## config.mk

```make
export PLATFORM = sky130hd
export DESIGN_NAME = spi_sck_gen
export DESIGN_NICKNAME = d
export VERILOG_FILES = /design/src/rtl/spi_sck_pkg.sv /design/src/rtl/spi_sck_cfg.sv /design/src/rtl/spi_sck_csel.sv /design/src/rtl/spi_sck_tick.sv /design/src/rtl/spi_sck_gen.sv
export SDC_FILE = /design/constraint.sdc
export NUM_CORES = 1
export LEC_CHECK = 0
export ABC_AREA = 1
export BUFFER_PORTS_ARGS = -buffer_cell sky130_fd_sc_hd__buf_2
export CORE_AREA = 2 2 70 88
export CTS_CLUSTER_SIZE = 28
export DETAILED_ROUTE_END_ITERATION = 8
export DIE_AREA = 0 0 72 90
export PLACE_DENSITY = 0.75
export SLEW_MARGIN = 0
export SYNTH_ARGS = -nofsm -noshare
export SYNTH_HDL_FRONTEND = slang
export SYNTH_HIERARCHICAL = 1
export SYNTH_SLANG_ARGS = --single-unit
```

## constraint.sdc

```tcl
create_clock -name clk -period 1.9 [get_ports clk]
set_clock_uncertainty 0.2 [all_clocks]
set_input_delay 0.57 -clock clk [delete_from_list [all_inputs] [get_ports clk]]
set_output_delay 0.57 -clock clk [all_outputs]
set_load 0.1 [all_outputs]
```

## src/rtl/spi_sck_pkg.sv

```systemverilog
package spi_sck_pkg;

    localparam int CFG_W      = 32;
    localparam int DIV_W      = 3;
    localparam int EN_BIT     = 0;
    localparam int CPOL_BIT   = 1;
    localparam int CPHA_BIT   = 2;
    localparam int DIV_LSB    = 3;
    localparam int CS_LVL_BIT = 10;
    localparam int MANUAL_BIT = 14;
    localparam int RSVD_BIT   = 17;
    localparam int LPBK_BIT   = 5;

    typedef struct packed {
        logic             master_en;
        logic             cpol;
        logic             cpha;
        logic [DIV_W-1:0] div;
        logic             cs_level;
        logic             manual;
    } sck_cfg_t;

endpackage

```

## src/rtl/spi_sck_cfg.sv

```systemverilog
module spi_sck_cfg
    import spi_sck_pkg::*;
#(
    parameter int W = CFG_W
) (
    input  logic         clk,
    input  logic         rst_n,
    input  logic         we,
    input  logic [W-1:0] wdata,
    output logic [W-1:0] rdata,
    output sck_cfg_t     fields
);
    localparam logic [W-1:0] RSVD_MASK = W'(1) << RSVD_BIT;

    typedef struct packed {
        logic [W-1:0] word;
    } cfg_state_t;

    cfg_state_t st_d, st_q;

    always_comb begin
        st_d = st_q;
        if (we) begin
            st_d.word = wdata;
        end
    end

    always_ff @(posedge clk or negedge rst_n) begin
        if (!rst_n) begin
            st_q <= '0;
        end else begin
            st_q <= st_d;
        end
    end

    assign rdata            = st_q.word | RSVD_MASK;
    assign fields.master_en = st_q.word[EN_BIT];
    assign fields.cpol      = st_q.word[CPOL_BIT];
    assign fields.cpha      = st_q.word[CPHA_BIT];
    assign fields.div       = st_q.word[DIV_LSB +: DIV_W];
    assign fields.cs_level  = st_q.word[CS_LVL_BIT];
    assign fields.manual    = st_q.word[MANUAL_BIT];

endmodule

```

## src/rtl/spi_sck_csel.sv

```systemverilog
module spi_sck_csel
    import spi_sck_pkg::*;
#(
    parameter int DW = DIV_W,
    parameter int W  = CFG_W
) (
    input  logic          clk,
    input  logic          rst_n,
    input  logic          master_en,
    input  logic          manual,
    input  logic          cs_level,
    input  logic          xfer_req,
    input  logic [DW-1:0] div_cfg,
    output logic          cs_n,
    output logic [DW-1:0] div_act,
    output logic [W-1:0]  lpbk_cfg
);
    localparam logic [W-1:0] LPBK_WORD = W'(1) << LPBK_BIT;

    typedef struct packed {
        logic          cs_n;
        logic [DW-1:0] div;
    } csel_state_t;

    csel_state_t st_d, st_q;

    always_comb begin
        st_d = st_q;
        if (!master_en) begin
            st_d.cs_n = 1'b1;
        end else if (manual) begin
            st_d.cs_n = cs_level;
        end else begin
            st_d.cs_n = ~xfer_req;
        end
        if (st_q.cs_n) begin
            st_d.div = div_cfg;
        end
    end

    always_ff @(posedge clk or negedge rst_n) begin
        if (!rst_n) begin
            st_q.cs_n <= 1'b1;
            st_q.div  <= '0;
        end else begin
            st_q <= st_d;
        end
    end

    assign cs_n     = st_q.cs_n;
    assign div_act  = st_q.div;
    assign lpbk_cfg = (st_q.div == '0) ? LPBK_WORD : '0;

endmodule

```

## src/rtl/spi_sck_tick.sv

```systemverilog
module spi_sck_tick
    import spi_sck_pkg::*;
#(
    parameter int DW = DIV_W
) (
    input  logic          clk,
    input  logic          rst_n,
    input  logic          cs_n,
    input  logic [DW-1:0] div_act,
    input  logic          cpol,
    input  logic          cpha,
    output logic          sclk,
    output logic          launch_stb,
    output logic          sample_stb
);
    localparam int CNT_W = (1 << DW) - 1;

    typedef struct packed {
        logic [CNT_W-1:0] cnt;
        logic             active;
        logic             sclk;
        logic             launch;
        logic             sample;
    } tick_state_t;

    tick_state_t      st_d, st_q;
    logic [CNT_W-1:0] limit;
    logic             edge_hit;
    logic             leading;

    always_comb begin
        limit    = ~({CNT_W{1'b1}} << div_act);
        edge_hit = 1'b0;
        leading  = 1'b0;
        st_d     = st_q;
        if (cs_n) begin
            st_d.cnt    = '0;
            st_d.active = 1'b0;
        end else if (st_q.cnt == limit) begin
            st_d.cnt    = '0;
            st_d.active = ~st_q.active;
            edge_hit    = 1'b1;
            leading     = ~st_q.active;
        end else begin
            st_d.cnt = st_q.cnt + 1'b1;
        end
        st_d.launch = edge_hit & (cpha ? leading : ~leading);
        st_d.sample = edge_hit & (cpha ? ~leading : leading);
        st_d.sclk   = cpol ^ st_d.active;
    end

    always_ff @(posedge clk or negedge rst_n) begin
        if (!rst_n) begin
            st_q <= '0;
        end else begin
            st_q <= st_d;
        end
    end

    assign sclk       = st_q.sclk;
    assign launch_stb = st_q.launch;
    assign sample_stb = st_q.sample;

endmodule

```

## src/rtl/spi_sck_gen.sv

```systemverilog
module spi_sck_gen
    import spi_sck_pkg::*;
(
    input  logic             clk,
    input  logic             rst_n,
    input  logic             cfg_we,
    input  logic [CFG_W-1:0] cfg_wdata,
    input  logic             xfer_req,
    output logic [CFG_W-1:0] cfg_rdata,
    output logic [CFG_W-1:0] lpbk_cfg,
    output logic             sclk,
    output logic             cs_n,
    output logic             launch_stb,
    output logic             sample_stb
);
    sck_cfg_t         cfg;
    logic [DIV_W-1:0] div_act;

    spi_sck_cfg #(.W(CFG_W)) u_cfg (
        .clk    (clk),
        .rst_n  (rst_n),
        .we     (cfg_we),
        .wdata  (cfg_wdata),
        .rdata  (cfg_rdata),
        .fields (cfg)
    );

    spi_sck_csel #(.DW(DIV_W), .W(CFG_W)) u_csel (
        .clk       (clk),
        .rst_n     (rst_n),
        .master_en (cfg.master_en),
        .manual    (cfg.manual),
        .cs_level  (cfg.cs_level),
        .xfer_req  (xfer_req),
        .div_cfg   (cfg.div),
        .cs_n      (cs_n),
        .div_act   (div_act),
        .lpbk_cfg  (lpbk_cfg)
    );

    spi_sck_tick #(.DW(DIV_W)) u_tick (
        .clk        (clk),
        .rst_n      (rst_n),
        .cs_n       (cs_n),
        .div_act    (div_act),
        .cpol       (cfg.cpol),
        .cpha       (cfg.cpha),
        .sclk       (sclk),
        .launch_stb (launch_stb),
        .sample_stb (sample_stb)
    );

endmodule

```

==> qor.csv, run 1 <==
stage,metric,value,unit
finish,ANT cells,0,
finish,area of the multi-input gates,936,µm²
timing,RSZ-0062 raised after global routing,yes,
finish,Fillers,552,
drt,vias per cell,4.28,
setup_path,crit-path cells,buf_6 -> nor3_4 -> buf_12,
timing,Slew Limit Fails,0,
placed_design,Buffers on Ports,70,
placed_design,Detail Placement HPWL,3.10,mm
drt,First-pass DRT Iterations,4,
timing,min cycle time layout,1.98,ns
yosys,most common cell in the synthesized netlist,nand2_1,
global_route,largest net degree at the start of global routing,47,
clock_network,CTS tree,built,
global_route,first-pass GRT wire length,7.23,mm
finish,final std cells w/o fill,427,
floorplan,initial cell density of the core,0.414,
setup_path,CP max FO,2,
yosys,Synth Flop Type,dfrtp_1,
clock_network,"Clk Latency, worst-skew pair",0.29,ns
drt,DRT iter0 DRCs,73,
pwr,P per Cell Area,1010,nW/µm²
setup_path,crit end category,output port,
timing,fin crit share,1.04,
outcome,failing checks,negative setup slack,
placed_design,dpl cells,416,
global_route,"Remaining Overflow, GRT",0,
yosys,post-synthesis cell area,2360,µm²
floorplan,Site Rows,31,
pwr,Design Power,2.92,mW
setup_path,Critical Path Source Type,register,
timing,final hold violation count,0,
yosys,top post-synthesis cells by area,"dfrtp_1, nand2_1, buf_4",
pwr,worst vdd ir,0.661,mV
drt,final WL,4.29,mm
run,Max-cap violations,0,
floorplan,Die ar.,6480,µm²
global_route,vias in the first global route,1638,
global_route,initial antenna violation count,0,
finish,fin nets,399,
yosys,Synth top area share,0.477,
global_route,gr usage total,0.139,
finish,Layout Area Growth over Synthesis,22.1,%
floorplan,chip height,90,µm
setup_path,worst path arrival time,1.21,ns
drt,Antenna Nets Post-Route,0,
clock_network,Clock Sinks,46,
yosys,count of warnings emitted by yosys,6,
yosys,Synth top cells by count,"nand2_1, dfrtp_1, buf_4",
clock_network,clk slew on worst S/H paths,0.08,ns
timing,smallest hold slack,0.0382,ns
setup_path,worst setup path category,reg2out,
timing,Slew @ Worst Pin,0.510,ns
yosys,Synth area leader,dfrtp_1,
floorplan,Die Span X,72,µm
timing,max_slew headroom,0.659,
clock_network,CTS H-tree depth,2,
placed_design,RePlAce Congestion,0.814,
setup_path,CP max stage delay,0.41,ns
clock_network,cts hold-fix bufs,0,
drt,wire per inst,10.0,µm
yosys,asr flop ratio synth,1.00,
timing,endpoints failing setup,4,
floorplan,io pins,104,
yosys,Post-Syn Instances,291,
yosys,Synth Area per Inst,8.10,µm²
drt,DRC violations left,0,
hold_path,Hold Path Class,in2async,
clock_network,CTS buffer count,5,
drt,vias,1827,
yosys,post-synthesis sequential area ratio,0.489,
floorplan,Core Box Area,5700,µm²
finish,layout cells sized above 1,0.299,
setup_path,CP max-delay cell,dfrtp_2,
yosys,"Distinct cells, synth",24,
outcome,status,finished with violations,
timing,f_max,0.505,GHz
clock_network,clk root buf,clkbuf_8,
yosys,number of enable flip-flop cells after synthesis,0,
clock_network,CTS max path bufs,2,
finish,Reg area,1150,µm²
setup_path,CP required,1.13,ns
pwr,LEAKAGE,1.66,nW
timing,post-route setup slack,-0.0815,ns
yosys,Yosys reg bits,46,
[per-layer routing]
metal  track usage  part of all wire  up-vias
met5             0                 0        -
met2         0.241              0.51       63
li1              -                 -      939
met4        0.0425             0.013        0
met3        0.0325             0.066        5
met1         0.169              0.41      820
[layout by cell type (no fill, tap or decap), drive strengths merged]
cell,count
nand2,131
ha,2
dfstp,1
nor3,1
conb,32
clkbuf,11
o21bai,2
buf,75
clkinvlp,1
nor3b,1
inv,23
xnor2,2
nand4,2
nand3,12
nor2,16
o21ai,3
dfrtp,45
xor2,1
[sequential cells by signal, summed over array words and instances (netlist names)]
| name | count |
|---|---|
| u_cfg/st_q | 31 |
| u_csel/cs_n | 1 |
| u_csel/div_act | 3 |
| u_tick/launch_stb | 1 |
| u_tick/sample_stb | 1 |
| u_tick/sclk | 1 |
| u_tick/st_q | 8 |
[repair_timing]
action,4_1_cts,5_1_grt
setup buffers,3,1
resized for setup,7,10
setup endpoints to repair,5,9
pin swaps,4,7
endpoints found under the hold margin,0,0
[metrics by stage]
stage	utilization	TNS (ns)	worst slack (ns)	cell area [µm²]
after floorplan	-	-0.0993	-0.0993	2480
after global placement	0.475	0	0.0241	2710
after detailed placement	0.475	-0.00885	-0.00885	2710
after CTS	0.497	-0.108	-0.108	2830
after global routing	0.505	-0.542	-0.174	2880
final	0.505	-0.122	-0.0815	2880
[cells by family after synthesis]
family                   after synthesis  share of synthesized area
AND/OR/NAND/NOR                      163                      0.292
buffers and inverters                 70                      0.181
flip-flops                            46                      0.489
AO/OA/AOI/OAI                          5                     0.0127
XOR/XNOR                               3                     0.0111
adder cells (fa/ha/maj)                2                     0.0106
other                                  2                    0.00318
[final cells by class]
type                       instances  share of cell area
inverter                          23              0.0300
clock inverter                     1             0.00261
multi-input combinational        205               0.325
tap                               66              0.0287
timing repair buffer              80               0.187
sequential                        46               0.401
clock buffer                       6              0.0252
[where the power goes]
group	switching, mW	internal [mW]
combinational	1.00	0.238
clock	0.304	0.253
sequential	0.0601	1.06
[path summary, 6_finish.rpt]
path | startpoint | to | slack (ns) | cells past startpoint
min in group clk | u_cfg/st_q[0] | u_csel/cs_n | 0.25 | 1
max in group asynchronous | rst_n | u_csel/cs_n | 1.16 | 2
hold / removal | rst_n | u_tick/launch_stb | 0.04 | 2
hold reg to reg | u_cfg/st_q[0] | u_csel/cs_n | 0.25 | 1
setup reg to reg | u_csel/div_act[2] | u_tick/sample_stb | -0.03 | 13
setup / recovery | u_csel/div_act[2] | lpbk_cfg[5] | -0.08 | 3
[worst max-delay path: cells and delay by family, from the launching register on]
family | cells | cell delay [ns]
and+or+nand+nor | 1 | 0.20
buffers and inverters | 2 | 0.32
DFF | 1 | 0.41
No activity file was read; power rests on OpenSTA's default activity.
==> run 2: changes to the inputs <==
--- a/config.mk
+++ b/config.mk
@@ -8,9 +8,9 @@
 export ABC_AREA = 1
 export BUFFER_PORTS_ARGS = -buffer_cell sky130_fd_sc_hd__buf_2
-export CORE_AREA = 2 2 70 88
+export CORE_AREA = 2 2 67 85
 export CTS_CLUSTER_SIZE = 28
 export DETAILED_ROUTE_END_ITERATION = 8
-export DIE_AREA = 0 0 72 90
-export PLACE_DENSITY = 0.75
+export DIE_AREA = 0 0 69 87
+export PLACE_DENSITY = 0.77
 export SLEW_MARGIN = 0
 export SYNTH_ARGS = -nofsm -noshare
==> constraint.sdc (replaced) <==
create_clock -name clk -period 2.05 [get_ports clk]
set_clock_uncertainty 0.2 [all_clocks]
set_input_delay 0.3075 -clock clk [delete_from_list [all_inputs] [get_ports clk]]
set_output_delay 0.3075 -clock clk [all_outputs]
set_load 0.1 [all_outputs]
==> qor.csv, run 2 (same netlist as run 1, synthesis figures left out) <==
stage,metric,value,unit,change
outcome,status,"complete, no violations",,
floorplan,chip height,87,µm,-3.3%
timing,final hold violation count,0,,unchanged
hold_path,Hold Crit Depth,3,,
setup_path,crit end category,output port,,
timing,Slew Limit Fails,0,,unchanged
timing,smallest hold slack,0.0135,ns,-0.0247 ns
floorplan,initial cell density of the core,0.449,,+0.0352
hold_path,Hold EP,u_cfg/st_q[24],,
finish,Top reg by flops,u_cfg/st_q,,
timing,Slew @ Worst Pin,0.558,ns,+0.0482 ns
global_route,"Remaining Overflow, GRT",0,,unchanged
finish,layout cells sized above 1,0.278,,-0.0214
finish,max reg flops,31,,unchanged
global_route,initial antenna violation count,0,,unchanged
timing,min cycle time layout,1.94,ns,
timing,RSZ-0062 raised after global routing,no,,
clock_network,CTS buffer count,5,,unchanged
finish,"most common cell after layout, fill and taps aside",nand2_1,,
setup_path,Worst Path Buf+Inv,1,,-1
setup_path,Critical Path Source Type,register,,
hold_path,Hold Path Class,in2reg,,
global_route,first-pass GRT wire length,7.09,mm,-2.0%
clock_network,clk slew on worst S/H paths,0.08,ns,about the same
pwr,LEAKAGE,1.61,nW,-2.7%
clock_network,Clock Sinks,46,,unchanged
clock_network,CTS max path bufs,2,,unchanged
timing,fin crit share,0.947,,
floorplan,Die Span X,69,µm,-4.2%
finish,fin util,0.523,,+0.0182
timing,endpoints failing setup,0,,-4
drt,DRC violations left,0,,unchanged
drt,Antenna Nets Post-Route,0,,unchanged
timing,f_max,0.515,GHz,
drt,wire per inst,10.0,µm,-0.18%
setup_path,Reg2Reg Launch Point,u_csel/div_act[2],,
drt,final WL,4.25,mm,-0.89%
clock_network,clk root buf,clkbuf_8,,
clock_network,"Clk Latency, worst-skew pair",0.29,ns,about the same
setup_path,crit-path cells,nor3_4 -> buf_2,,
finish,ANT cells,0,,unchanged
finish,"commonest cells after routing, fill and taps aside","nand2_1, buf_2, dfrtp_1",,
clock_network,CTS H-tree depth,2,,unchanged
finish,fin nets,397,,-0.50%
pwr,P per Cell Area,966,nW/µm²,-4.7%
setup_path,CP required,1.54,ns,+0.41 ns
setup_path,worst setup path category,reg2out,,
timing,post-route setup slack,0.109,ns,+0.190 ns
setup_path,r2r endpoint,u_tick/sclk,,
run,Max-cap violations,0,,unchanged
drt,First-pass DRT Iterations,4,,unchanged
floorplan,Core Box Area,5260,µm²,-7.8%
floorplan,io pins,104,,unchanged
timing,final setup TNS,0,ns,+0.122 ns
pwr,worst vdd ir,0.534,mV,-19%
drt,vias per cell,4.28,,about the same
floorplan,Die ar.,6000,µm²,-7.4%
clock_network,setup repair bufs after CTS,0,,-3
placed_design,pre-CTS WS,0.0269,ns,+0.0358 ns
setup_path,CP max-delay cell,dfrtp_2,,
global_route,largest net degree at the start of global routing,47,,unchanged
global_route,gr usage total,0.144,,+0.00513
drt,DRT iter0 DRCs,19,,-74%
floorplan,Site Rows,30,,-3.2%
setup_path,CP max FO,8,,+6
setup_path,largest delay contributor family on the critical path,flip-flops,,
setup_path,worst path arrival time,1.43,ns,+0.22 ns
placed_design,RePlAce Congestion,0.781,,-4.0%
setup_path,R2R Setup Slk,0.15,ns,+0.18 ns
setup_path,FF-to-FF path depth,10,,-3
drt,vias,1813,,-0.77%
finish,Layout Area Growth over Synthesis,16.6,%,
placed_design,Buffers on Ports,70,,unchanged
timing,max_slew headroom,0.628,,-0.0317
hold_path,Hold Path Origin,cfg_wdata[24],,
setup_path,CP max stage delay,0.50,ns,+0.09 ns
global_route,vias in the first global route,1691,,+3.2%
placed_design,Detail Placement HPWL,3.16,mm,+2.1%
clock_network,CTS tree,built,,
run 2: worst register-to-register path: stages (launching register included):
cell and delay (ns):
dfrtp_2 0.51, nand2_1 0.12, nand2_1 0.06, nand2_1 0.05
nand2_1 0.05, nor2_2 0.17, nand3_4 0.10, inv_2 0.05
ha_1 0.22, nor2_2 0.15, xor2_1 0.16
run 2: worst max path at each step:
stage / startpoint / to / depth (start not counted)
after CTS: u_csel/div_act[2] / u_tick/sclk / 9
final: u_csel/div_act[1] / lpbk_cfg[5] / 2
after global placement: u_csel/div_act[2] / u_tick/sclk / 9
after global routing: u_csel/div_act[2] / u_tick/sample_stb / 12
after floorplan: u_csel/div_act[2] / u_tick/sclk / 11
after detailed placement: u_csel/div_act[2] / u_tick/sclk / 9
run 2: timing repair:
action	CTS	global route
endpoints found under the setup margin	0	5
hold endpoints to repair	48	0
resized for setup	0	5
hold buffers	4	0
run 2: final cells by class:
type | count | area (µm²)
Clock buffer | 8 | 90.1
Tap cell | 64 | 80.1
Fill cell | 469 | 2510
Inverter | 23 | 86.3
Sequential cell | 46 | 1150
Multi-Input combinational cell | 205 | 917
Timing Repair Buffer | 78 | 420
run 2: through the flow:
step / cell area (µm²) / std cells / total power [mW]
3_3_place_gp: 2600 / 412 / 2.09
5_1_grt: 2750 / 424 / 2.78
6_report: 2750 / 424 / 2.65
4_1_cts: 2730 / 424 / 2.68
2_1_floorplan: 2480 / 321 / 2.02
3_5_place_dp: 2600 / 412 / 2.11
run 2: metal layers:
metal | vias to the layer above | global-route usage | wire, µm
met1 | 813 | 0.157 | 1750
met4 | 0 | 0.0535 | 42
met5 | - | 0 | 0
met3 | 4 | 0.0301 | 262
li1 | 935 | - | -
met2 | 61 | 0.275 | 2200
run 2: report_power, final:
| part | internal (mW) | switching [mW] |
|---|---|---|
| registers | 0.981 | 0.0719 |
| clock network | 0.275 | 0.279 |
| logic | 0.150 | 0.898 |
